### src/rtl/pmu_pkg.sv
package pmu_pkg;
  localparam int NCNT   = 10;
  localparam int REG_W  = 64;
  localparam int ADDR_W = 5;

  localparam logic [ADDR_W-1:0] A_CTRLA  = 5'h10;
  localparam logic [ADDR_W-1:0] A_CTRLB  = 5'h11;
  localparam logic [ADDR_W-1:0] A_SELA   = 5'h12;
  localparam logic [ADDR_W-1:0] A_SELB   = 5'h13;
  localparam logic [ADDR_W-1:0] A_STATUS = 5'h14;

  // low field base (counters 0..7) and high field base (counters 8..9)
  localparam int EN_LO = 0,  EN_HI = 32;
  localparam int IE_LO = 12, IE_HI = 44;
  localparam int US_LO = 8,  US_HI = 40;
  localparam int KN_LO = 16, KN_HI = 48;
  localparam int MODE_LSB = 8;
  localparam int ACT_BIT  = 11;
  localparam int STOP_BIT = 20;

  localparam logic [2:0] MODE_OFF  = 3'd0;
  localparam logic [2:0] MODE_PMI  = 3'd1;
  localparam logic [2:0] MODE_HALT = 3'd3;
  localparam logic [2:0] MODE_FIQ  = 3'd4;

  localparam int SEL_FIRST = 2;   // first counter with an event selector
  localparam int SEL_PER_REG = 4;

  function automatic int field_pos(input int idx, input int lo, input int hi);
    return (idx < 8) ? lo + idx : hi + idx - 8;
  endfunction

  function automatic logic [REG_W-1:0] ctrla_mask();
    logic [REG_W-1:0] m = '0;
    for (int i = 0; i < NCNT; i++) begin
      m[field_pos(i, EN_LO, EN_HI)] = 1'b1;
      m[field_pos(i, IE_LO, IE_HI)] = 1'b1;
    end
    m[MODE_LSB +: 3] = 3'b111;
    m[STOP_BIT] = 1'b1;
    return m;
  endfunction

  function automatic logic [REG_W-1:0] ctrlb_mask();
    logic [REG_W-1:0] m = '0;
    for (int i = 0; i < NCNT; i++) begin
      m[field_pos(i, US_LO, US_HI)] = 1'b1;
      m[field_pos(i, KN_LO, KN_HI)] = 1'b1;
    end
    return m;
  endfunction
endpackage

### src/rtl/pmu_ctrl_regs.sv
module pmu_ctrl_regs
  import pmu_pkg::*;
#(
  parameter int EVT_W = 8
) (
  input  logic                 clk,
  input  logic                 rst,
  input  logic                 wr_en,
  input  logic [ADDR_W-1:0]    wr_addr,
  input  logic [REG_W-1:0]     wr_data,
  output logic [NCNT-1:0]      cnt_en,
  output logic [NCNT-1:0]      int_en,
  output logic [NCNT-1:0]      usr_en,
  output logic [NCNT-1:0]      krn_en,
  output logic [NCNT-1:0][EVT_W-1:0] evsel,
  output logic [2:0]           mode,
  output logic                 stop_on_int,
  output logic [REG_W-1:0]     ctrla_q,
  output logic [REG_W-1:0]     ctrlb_q,
  output logic [REG_W-1:0]     sela_q,
  output logic [REG_W-1:0]     selb_q
);
  localparam logic [REG_W-1:0] MASK_A = ctrla_mask();
  localparam logic [REG_W-1:0] MASK_B = ctrlb_mask();
  localparam logic [REG_W-1:0] MASK_S = {{(REG_W-SEL_PER_REG*EVT_W){1'b0}}, {(SEL_PER_REG*EVT_W){1'b1}}};

  always_ff @(posedge clk) begin
    if (rst) begin
      ctrla_q <= '0;
      ctrlb_q <= '0;
      sela_q  <= '0;
      selb_q  <= '0;
    end else if (wr_en) begin
      case (wr_addr)
        A_CTRLA: ctrla_q <= wr_data & MASK_A;
        A_CTRLB: ctrlb_q <= wr_data & MASK_B;
        A_SELA:  sela_q  <= wr_data & MASK_S;
        A_SELB:  selb_q  <= wr_data & MASK_S;
        default: ;
      endcase
    end
  end

  assign mode        = ctrla_q[MODE_LSB +: 3];
  assign stop_on_int = ctrla_q[STOP_BIT];

  for (genvar i = 0; i < NCNT; i++) begin : g_fld
    localparam int P_EN = field_pos(i, EN_LO, EN_HI);
    localparam int P_IE = field_pos(i, IE_LO, IE_HI);
    localparam int P_US = field_pos(i, US_LO, US_HI);
    localparam int P_KN = field_pos(i, KN_LO, KN_HI);
    assign cnt_en[i] = ctrla_q[P_EN];
    assign int_en[i] = ctrla_q[P_IE];
    assign usr_en[i] = ctrlb_q[P_US];
    assign krn_en[i] = ctrlb_q[P_KN];
    if (i < SEL_FIRST) begin : g_fixed
      assign evsel[i] = '0;
    end else if (i < SEL_FIRST + SEL_PER_REG) begin : g_sela
      assign evsel[i] = sela_q[(i - SEL_FIRST) * EVT_W +: EVT_W];
    end else begin : g_selb
      assign evsel[i] = selb_q[(i - SEL_FIRST - SEL_PER_REG) * EVT_W +: EVT_W];
    end
  end

  assert_ctrl_masked_R4: assert property (@(posedge clk) disable iff (rst)
    (ctrla_q & ~MASK_A) == '0);
endmodule

### src/rtl/pmu_counter.sv
module pmu_counter #(
  parameter int CNT_W = 48
) (
  input  logic             clk,
  input  logic             rst,
  input  logic             wr_hit,
  input  logic [CNT_W-1:0] wr_val,
  input  logic             en,
  input  logic             usr_en,
  input  logic             krn_en,
  input  logic             priv_kernel,
  input  logic             freeze,
  input  logic             evt_hit,
  output logic [CNT_W-1:0] cnt_q,
  output logic             ovf
);
  localparam int MSB = CNT_W - 1;

  logic lvl_ok, inc;
  assign lvl_ok = priv_kernel ? krn_en : usr_en;
  assign inc    = en & evt_hit & lvl_ok & ~freeze;

  always_ff @(posedge clk) begin
    if (rst)         cnt_q <= '0;
    else if (wr_hit) cnt_q <= wr_val;
    else if (inc)    cnt_q <= cnt_q + 1'b1;
  end

  // bit MSB goes 0 -> 1 on this increment
  assign ovf = inc & ~wr_hit & ~cnt_q[MSB] & (&cnt_q[MSB-1:0]);

  assert_write_wins_R1: assert property (@(posedge clk) disable iff (rst)
    wr_hit |=> cnt_q == $past(wr_val));
  assert_frozen_hold_R9: assert property (@(posedge clk) disable iff (rst)
    (freeze && !wr_hit) |=> $stable(cnt_q));
  assert_ovf_msb_R6: assert property (@(posedge clk) disable iff (rst)
    ovf |=> cnt_q[MSB]);
endmodule

### src/rtl/pmu_irq.sv
module pmu_irq
  import pmu_pkg::*;
(
  input  logic            clk,
  input  logic            rst,
  input  logic [NCNT-1:0] ovf,
  input  logic [NCNT-1:0] int_en,
  input  logic [2:0]      mode,
  input  logic            st_clr_we,
  input  logic [NCNT-1:0] st_clr_mask,
  input  logic            act_clr,
  output logic [NCNT-1:0] status_q,
  output logic            act_q,
  output logic            irq_pmi,
  output logic            irq_fiq,
  output logic            halt_req
);
  logic cond;
  assign cond = (|(status_q & int_en)) && (mode != MODE_OFF);

  always_ff @(posedge clk) begin
    if (rst) begin
      status_q <= '0;
      act_q    <= 1'b0;
      irq_pmi  <= 1'b0;
      irq_fiq  <= 1'b0;
      halt_req <= 1'b0;
    end else begin
      status_q <= (status_q & ~(st_clr_we ? st_clr_mask : '0)) | ovf;
      act_q    <= (act_q & ~act_clr) | cond;
      irq_pmi  <= cond && (mode == MODE_PMI);
      irq_fiq  <= cond && (mode == MODE_FIQ);
      halt_req <= cond && (mode == MODE_HALT);
    end
  end

  assert_one_line_R7: assert property (@(posedge clk) disable iff (rst)
    $onehot0({irq_pmi, irq_fiq, halt_req}));
  assert_mode_off_quiet_R7: assert property (@(posedge clk) disable iff (rst)
    (mode == MODE_OFF) |=> !(irq_pmi || irq_fiq || halt_req));
  assert_act_sticky_R8: assert property (@(posedge clk) disable iff (rst)
    (act_q && !act_clr) |=> act_q);
  assert_status_set_R6: assert property (@(posedge clk) disable iff (rst)
    (|ovf) |=> ((status_q & $past(ovf)) == $past(ovf)));
endmodule

### src/rtl/perf_monitor.sv
module perf_monitor
  import pmu_pkg::*;
#(
  parameter int CNT_W = 48,
  parameter int NEVT  = 256
) (
  input  logic              clk,
  input  logic              rst,
  input  logic              reg_wr_en,
  input  logic [4:0]        reg_wr_addr,
  input  logic [63:0]       reg_wr_data,
  input  logic              reg_rd_en,
  input  logic [4:0]        reg_rd_addr,
  output logic [63:0]       reg_rd_data,
  output logic              reg_rd_valid,
  input  logic              cyc_stb,
  input  logic              inst_stb,
  input  logic [NEVT-1:0]   evt_stb,
  input  logic              priv_kernel,
  output logic              irq_pmi,
  output logic              irq_fiq,
  output logic              halt_req
);
  localparam int EVT_W = $clog2(NEVT);

  logic [NCNT-1:0] cnt_en, int_en, usr_en, krn_en, ovf, hit, status_q;
  logic [NCNT-1:0][EVT_W-1:0] evsel;
  logic [NCNT-1:0][CNT_W-1:0] cnt_q;
  logic [2:0] mode;
  logic stop_on_int, act_q, freeze;
  logic [REG_W-1:0] ctrla_q, ctrlb_q, sela_q, selb_q;

  pmu_ctrl_regs #(.EVT_W(EVT_W)) u_regs (
    .clk(clk), .rst(rst), .wr_en(reg_wr_en), .wr_addr(reg_wr_addr),
    .wr_data(reg_wr_data), .cnt_en(cnt_en), .int_en(int_en),
    .usr_en(usr_en), .krn_en(krn_en), .evsel(evsel), .mode(mode),
    .stop_on_int(stop_on_int), .ctrla_q(ctrla_q), .ctrlb_q(ctrlb_q),
    .sela_q(sela_q), .selb_q(selb_q)
  );

  assign freeze = stop_on_int & act_q;

  for (genvar i = 0; i < NCNT; i++) begin : g_cnt
    if (i == 0) begin : g_cyc
      assign hit[i] = cyc_stb;
    end else if (i == 1) begin : g_ins
      assign hit[i] = inst_stb;
    end else begin : g_evt
      assign hit[i] = evt_stb[evsel[i]];
    end
    pmu_counter #(.CNT_W(CNT_W)) u_cnt (
      .clk(clk), .rst(rst),
      .wr_hit(reg_wr_en && (reg_wr_addr == ADDR_W'(i))),
      .wr_val(reg_wr_data[CNT_W-1:0]),
      .en(cnt_en[i]), .usr_en(usr_en[i]), .krn_en(krn_en[i]),
      .priv_kernel(priv_kernel), .freeze(freeze), .evt_hit(hit[i]),
      .cnt_q(cnt_q[i]), .ovf(ovf[i])
    );
  end

  pmu_irq u_irq (
    .clk(clk), .rst(rst), .ovf(ovf), .int_en(int_en), .mode(mode),
    .st_clr_we(reg_wr_en && (reg_wr_addr == A_STATUS)),
    .st_clr_mask(reg_wr_data[NCNT-1:0]),
    .act_clr(reg_wr_en && (reg_wr_addr == A_CTRLA) && !reg_wr_data[ACT_BIT]),
    .status_q(status_q), .act_q(act_q),
    .irq_pmi(irq_pmi), .irq_fiq(irq_fiq), .halt_req(halt_req)
  );

  logic [REG_W-1:0] rd_mux;
  always_comb begin
    rd_mux = '0;
    if (reg_rd_addr < ADDR_W'(NCNT)) begin
      rd_mux = REG_W'(cnt_q[reg_rd_addr[3:0]]);
    end else begin
      case (reg_rd_addr)
        A_CTRLA:  rd_mux = ctrla_q | (REG_W'(act_q) << ACT_BIT);
        A_CTRLB:  rd_mux = ctrlb_q;
        A_SELA:   rd_mux = sela_q;
        A_SELB:   rd_mux = selb_q;
        A_STATUS: rd_mux = REG_W'(status_q);
        default:  rd_mux = '0;
      endcase
    end
  end

  always_ff @(posedge clk) begin
    if (rst) begin
      reg_rd_data  <= '0;
      reg_rd_valid <= 1'b0;
    end else begin
      reg_rd_valid <= reg_rd_en;
      reg_rd_data  <= reg_rd_en ? rd_mux : '0;
    end
  end

  assert_rd_valid_R11: assert property (@(posedge clk) disable iff (rst)
    reg_rd_en |=> reg_rd_valid);
endmodule

### config.mk
export PLATFORM = sky130hd
export DESIGN_NAME = perf_monitor
export DESIGN_NICKNAME = d
export VERILOG_FILES = /design/src/rtl/pmu_pkg.sv /design/src/rtl/pmu_ctrl_regs.sv /design/src/rtl/pmu_counter.sv /design/src/rtl/pmu_irq.sv /design/src/rtl/perf_monitor.sv
export SDC_FILE = /design/constraint.sdc
export NUM_CORES = 2
export LEC_CHECK = 0
export CAP_MARGIN = 20
export CORE_ASPECT_RATIO = 0.9
export CORE_MARGIN = 2
export CORE_UTILIZATION = 55
export DETAILED_ROUTE_END_ITERATION = 10
export DONT_BUFFER_PORTS = 1
export PLACE_DENSITY = 0.69
export REMOVE_ABC_BUFFERS = 1
export SLEW_MARGIN = 25
export SYNTH_ARGS = -nofsm -noshare
export SYNTH_HDL_FRONTEND = slang
export SYNTH_SLANG_ARGS = --single-unit
export TNS_END_PERCENT = 10
### constraint.sdc
create_clock -name clk -period 9.95 [get_ports clk]
set_input_delay 0.995 -clock clk [delete_from_list [all_inputs] [get_ports clk]]
set_output_delay 0.995 -clock clk [all_outputs]
set_load 0.02 [all_outputs]
---- Word level (Yosys, flattened, before mapping) ----
Cells that the tools add are included.
cells by class
  bitwise operators ....................... 91
  magnitude comparators ................... 10
  reduce and logical (&&, ||, !) cells .... 47
  $add $sub $neg .......................... 10
  equality and inequality tests ........... 22
  multiplexer cells ....................... 51
operators by type and width
  kind                     number
  $mux W48                 22
  $add A48 B1 Y48 const B  10
  $reduce_and A47 Y1       10
  $pmux W50 S5             1
  $bmux W48 S4             1
  $lt A8 B9 Y1 const B     8
  $bmux W1 S8              8
  $and A1 B1 Y1            62
  $eq A5 B5 Y1 const B     10
  $or A46 B12 Y46          1
  $not A1 Y1               23
  $and A10 B10 Y10         2
  $eq A5 B3 Y1 const B     4
  $reduce_bool A2 Y1       10
  $mux W1                  18
  $logic_and A1 B1 Y1      17
  $eq A5 B2 Y1 const B     2
  $eq A5 B4 Y1 const B     2
  $mux W10                 1
  $not A10 Y10             1
  $or A10 B10 Y10          1
  $reduce_or A10 Y1        1
  $reduce_and A2 Y1        4
  $eq A5 B1 Y1 const B     1
  other kinds (11)         11
storage, ports and cells
  output and inout port bits .............. 68
  bits of input ports ..................... 337
  register bits after elaboration ......... 653

---- Logic depth before layout (Yosys ltp) ----
  depth after elaboration ................. 9
  gate-level depth with buffers ........... 15
  depth with buffers taken out ............ 8

---- Cells and area by module ----
From an unflattened synthesis, not the netlist that was laid out.
second synthesis, totals
  cell total of the unflattened synthesis .. 6503
  area, all modules ....................... 59139.2 um^2
by module, submodules not included
  module                             area an instance (um^2)  times used  cells each
  pmu_counter at g_cnt[1].u_cnt ...  2757.6                   9           347
  perf_monitor                       24385.9                  1           2237
  pmu_ctrl_regs                      6448.7                   1           713
  pmu_counter at g_cnt[0].u_cnt      2925.3                   1           367
  pmu_irq                            560.5                    1           63

---- Worst setup path after synthesis ----
OpenSTA, ideal clock, no wires.
  path type ............................... input to register
  from .................................... in evt_stb[95]
  to ...................................... reg g_cnt[2].u_cnt.cnt_q[29]
  slack ................................... 6247 ps
  setup time .............................. 119 ps
  stages on the path ...................... 10
  arrival time ............................ 3585 ps
  cell sequence ........................... mux4_2 mux2_2 mux4_2 a211oi_1 or3_1 or3_1 buf_2 buf_4 o31ai_1 o221a_2
between the ends
  longest elaborated chain between the ends .. 6
RTL lines
  element                              line                source
  start: declaration                   perf_monitor.sv:18  input logic [NEVT-1:0] evt_stb,
  $bmux W1 S8                          perf_monitor.sv:49  assign hit[i] = evt_stb[evsel[i]];
  $mux W1 (implied by the code)        perf_monitor.sv:49
  $and A1 B1 Y1 (3 in series)          pmu_counter.sv:21   assign inc = en & evt_hit & lvl_ok & ~freeze;
  $reduce_bool A2 Y1 (no source line)  --
  end signal: assignment               pmu_counter.sv:25   else if (wr_hit) cnt_q <= wr_val;
  end signal: assignment               pmu_counter.sv:26   else if (inc) cnt_q <= cnt_q + 1'b1;
  end: declaration                     pmu_counter.sv:14   output logic [CNT_W-1:0] cnt_q,
No other way between the ends. The select of a mux whose other input is x is not followed.
A chain may end at the register's enable or synchronous reset.

---- Worst setup path in the final report ----
  from .................................... reg u_regs.sela_q[8]
  to ...................................... reg u_irq.status_q[3]
between the ends
  longest elaborated chain between the ends .. 9
RTL lines
  element                        line                 source
  start: declaration             pmu_ctrl_regs.sv:20  output logic [REG_W-1:0] sela_q,
  start signal: assignment       pmu_ctrl_regs.sv:37  A_SELA: sela_q <= wr_data & MASK_S;
  $bmux W1 S8                    perf_monitor.sv:49
  $mux W1 (implied by the code)  perf_monitor.sv:49
  $and A1 B1 Y1 (3 in series)    pmu_counter.sv:21
  $and A1 B1 Y1 (3 in series)    pmu_counter.sv:30    assign ovf = inc & ~wr_hit & ~cnt_q[MSB] & (&cnt_q[MSB-1:0]);
  $or A10 B10 Y10                pmu_irq.sv:29        status_q <= (status_q & ~(st_clr_we ? st_clr_mask : '0)) | ovf;
  end signal: assignment         pmu_irq.sv:29
  end: declaration               pmu_irq.sv:12        output logic [NCNT-1:0] status_q,
No other way between the ends. The select of a mux whose other input is x is not followed.

==> flow_metrics.env <==
export IMPL_status="complete, but fails checks"
export IMPL_violations="max-slew violations"
export IMPL_p_sw_w=0.00156
export IMPL_fin_skew_ps=25.6
export IMPL_wire_per_inst_um=33.8
export IMPL_grt_remaining_overflow=0
export IMPL_yosysTopAreaCellShare=0.245
export IMPL_place_gp_congestion=1.04
export IMPL_cap_violations=0
export IMPL_sw_frac_of_total=0.252
export IMPL_grt_max_degree=608
export IMPL_period_share=0.582
export IMPL_startpoint_type="register"
export IMPL_hold_violations=0
export IMPL_holdPathEnd="u_regs.selb_q[9]"
export IMPL_finalWirelength_um=241000
export IMPL_hold_depth=2
export IMPL_drt_iter0_markers=10300
export IMPL_numPortBuffers=0
export IMPL_finalNonFillerCells=7132
export IMPL_root_buffer="clkbuf_16"
export IMPL_cp_max_fo=26
export IMPL_grt_use_total=0.445
export IMPL_r2r_setup_slack_ps=4160
export IMPL_cts_tree="built"
export IMPL_tns_ps=0
export IMPL_irDropWorstVdd_uv=116
export IMPL_netlist_area_um2=56300
export IMPL_synth_common_cells="dfxtp_1, mux4_2, nand2_1, nor2_1, clkbuf_1"
export IMPL_pwr_share_seq=0.449
export IMPL_antenna_left=0
export IMPL_clock_sinks=653
export IMPL_rows=111
export IMPL_core_um2=102000
export IMPL_synth_avg_cell_area_um2=9.14
export IMPL_yosysWarnings=0
export IMPL_dp_final_hpwl_um=169000
export IMPL_rsz0062_at_grt="no"
export IMPL_reg2reg_depth=10
export IMPL_p_per_area_nw_per_um2=105
export IMPL_worst_slew_pin_slew_ps=1980
export IMPL_clkTransAtPathRegs_ps=70
export IMPL_cts_path_max_buffers=3
export IMPL_vias=57300
export IMPL_area_delta_synth_final_pct=4.38
export IMPL_hold_start="u_regs.selb_q[9]"
export IMPL_insertion_delay_ps=640
export IMPL_setup_viol=0
export IMPL_required_ps=10470
export IMPL_r2r_end="u_irq.status_q[3]"
export IMPL_min_period_ps=5790
export IMPL_synthTopCellsByArea="mux4_2, dfxtp_1, mux2i_1, nand2_1, nor2_1"
export IMPL_r2r_start="u_regs.sela_q[8]"
export IMPL_synthCells=6151
export IMPL_die_x_um=341
export IMPL_holdWs_ps=459
export IMPL_cts_buffers_inserted=71
export IMPL_slew_headroom=-0.317
export IMPL_drv_slew=193
export IMPL_synth_distinct_cells=92
export IMPL_critical_path_arrival_ps=6310
export IMPL_crit_type="reg -> reg"
export IMPL_drive_above_1_share=0.173
export IMPL_fill_cells=8885
export IMPL_antenna_found_initial=11
export IMPL_cts_hold_buf=0
export IMPL_max_freq_mhz=173
export IMPL_hold_class="reg -> reg"
export IMPL_grt_pass1_vias=50800
export IMPL_ys_flop_type="dfxtp_1"
export IMPL_drt_vias_per_instance=8.03
export IMPL_endpoint_kind="register"
export IMPL_synth_edf_count=0
export IMPL_yosys_area_top_type="mux4_2"
export IMPL_fin_nets=6070
export IMPL_power_frac_comb=0.093
export IMPL_dp_cells=7006
export IMPL_start_util=0.553
export IMPL_grt_pass1_wl_um=350000
export IMPL_die_area_um2=105000
export IMPL_async_reset_ff_frac=0
export IMPL_synthMostInstantiatedCell="dfxtp_1"
export IMPL_cts_setup_buffers=0
export IMPL_drc=0
export IMPL_clkPwrFrac=0.458
export IMPL_cts_resized_gates=0
export IMPL_total_power_w=0.00617
export IMPL_leakage_nw=17.1
export IMPL_p_int_w=0.00461
export IMPL_htreeDepth=3
export IMPL_ys_ff_latch=653
export IMPL_synth_yosys_seq_area_share=0.232
export IMPL_chipHeight_um=307
export IMPL_ios=405
export IMPL_dr_pass1_iters=10
kinds of logic (layout without fill, tap and decap cells):
kind of cell    Yosys count  in the layout  synth area share
fa+ha+maj                10             10           0.00222
flops                   653            653             0.232
simple gates           2553           2553             0.236
other cells               1             18         0.0000667
xor+xnor                109            109            0.0170
compound gates         1176           1176             0.151
mux                     917            917             0.304
buf+inv                 732            340            0.0572
routing by layer:
metal  up-vias  global-route usage  routed length [µm]  share of wire
li1      23600                   -                   -              -
met1     27600               0.620               88100           0.37
met2      5102               0.590               94500           0.39
met3       911               0.181               42700           0.18
met4        18               0.214               15200          0.063
met5         -              0.0194                 353         0.0015
cell usage in the layout, fill, tap and decap left out, types with 38 or more instances in the layout:
master / netlist / final
a211oi_1: 216 / 216
a21oi_1: 162 / 162
a22oi_1: 90 / 90
a311oi_1: 185 / 185
and2_1: 47 / 47
and3_1: 126 / 126
and4_1: 142 / 141
buf_4: 52 / 113
clkbuf_16: 0 / 74
dfxtp_1: 653 / 632
inv_1: 101 / 101
mux2_2: 46 / 46
mux2i_1: 245 / 245
mux4_2: 612 / 612
nand2_1: 583 / 574
nand3_1: 268 / 265
nand4_1: 149 / 149
nor2_1: 575 / 566
nor2b_1: 54 / 54
nor3_1: 106 / 102
nor4_1: 205 / 197
o21ai_0: 141 / 140
o22ai_1: 51 / 51
o31ai_1: 85 / 85
or3_1: 88 / 88
or4_1: 94 / 94
xnor2_1: 38 / 38
xor2_1: 71 / 71
stage by stage:
step                 util  cell area (µm²)  setup WS [ps]
floorplan               -            53500           -165
global placement    0.553            56200           4570
detailed placement  0.554            56300           4530
CTS                 0.577            58700           4450
global route        0.577            58700           4150
finish              0.578            58700           4160
power groups by stage:
stage | Clock [W] | Combinational (W) | Sequential [W]
final | 0.00282 | 0.000571 | 0.00277
after global routing | 0.00292 | 0.000596 | 0.00278
after CTS | 0.00282 | 0.000552 | 0.00277
after detailed placement | 0 | 0.000549 | 0.00283
after global placement | 0 | 0.000540 | 0.00282
after floorplan | 0 | 0.000427 | 0.00280
state kept, by name (all words and copies together) (netlist names):
register	count
u_regs.ctrla_q	24
u_irq.irq_fiq	1
reg_rd_data	50
u_irq.halt_req	1
u_regs.ctrlb_q	20
reg_rd_valid	1
u_irq.status_q	10
u_regs.sela_q	32
u_regs.selb_q	32
u_irq.act_q	1
g_cnt.u_cnt.cnt_q	480
u_irq.irq_pmi	1
critical path, stage by stage, from the launching register on:
cell,delay (ps)
dfxtp_4,600
buf_4,570
buf_4,470
mux4_2,290
mux2i_1,180
o22ai_1,390
nor4b_1,130
a31oi_2,780
nand4_1,960
or4_1,970
a21oi_1,250
area by class of cell:
cell class / instances / area (µm²) / area share
Multi-Input combinational cell: 4779 / 40300 / 0.686
Sequential cell: 653 / 13100 / 0.224
Clock buffer: 95 / 2060 / 0.0351
Tap cell: 1356 / 1700 / 0.0289
Timing Repair Buffer: 113 / 848 / 0.0144
Inverter: 105 / 395 / 0.00673
Clock inverter: 27 / 327 / 0.00556
Antenna cell: 4 / 10.0 / 0.000170
worst max-delay path by stage:
stage | endpoint | cells past startpoint | from | slack, ps
floorplan | g_cnt[5].u_cnt.cnt_q[26] | 8 | u_regs.sela_q[24] | -170
finish | u_irq.status_q[3] | 10 | u_regs.sela_q[8] | 4160
global placement | u_irq.status_q[3] | 10 | u_regs.sela_q[8] | 4570
CTS | u_irq.status_q[3] | 10 | u_regs.sela_q[8] | 4450
detailed placement | u_irq.status_q[3] | 10 | u_regs.sela_q[8] | 4530
global route | u_irq.status_q[3] | 10 | u_regs.sela_q[8] | 4150
(Power assumes the default switching activity.)
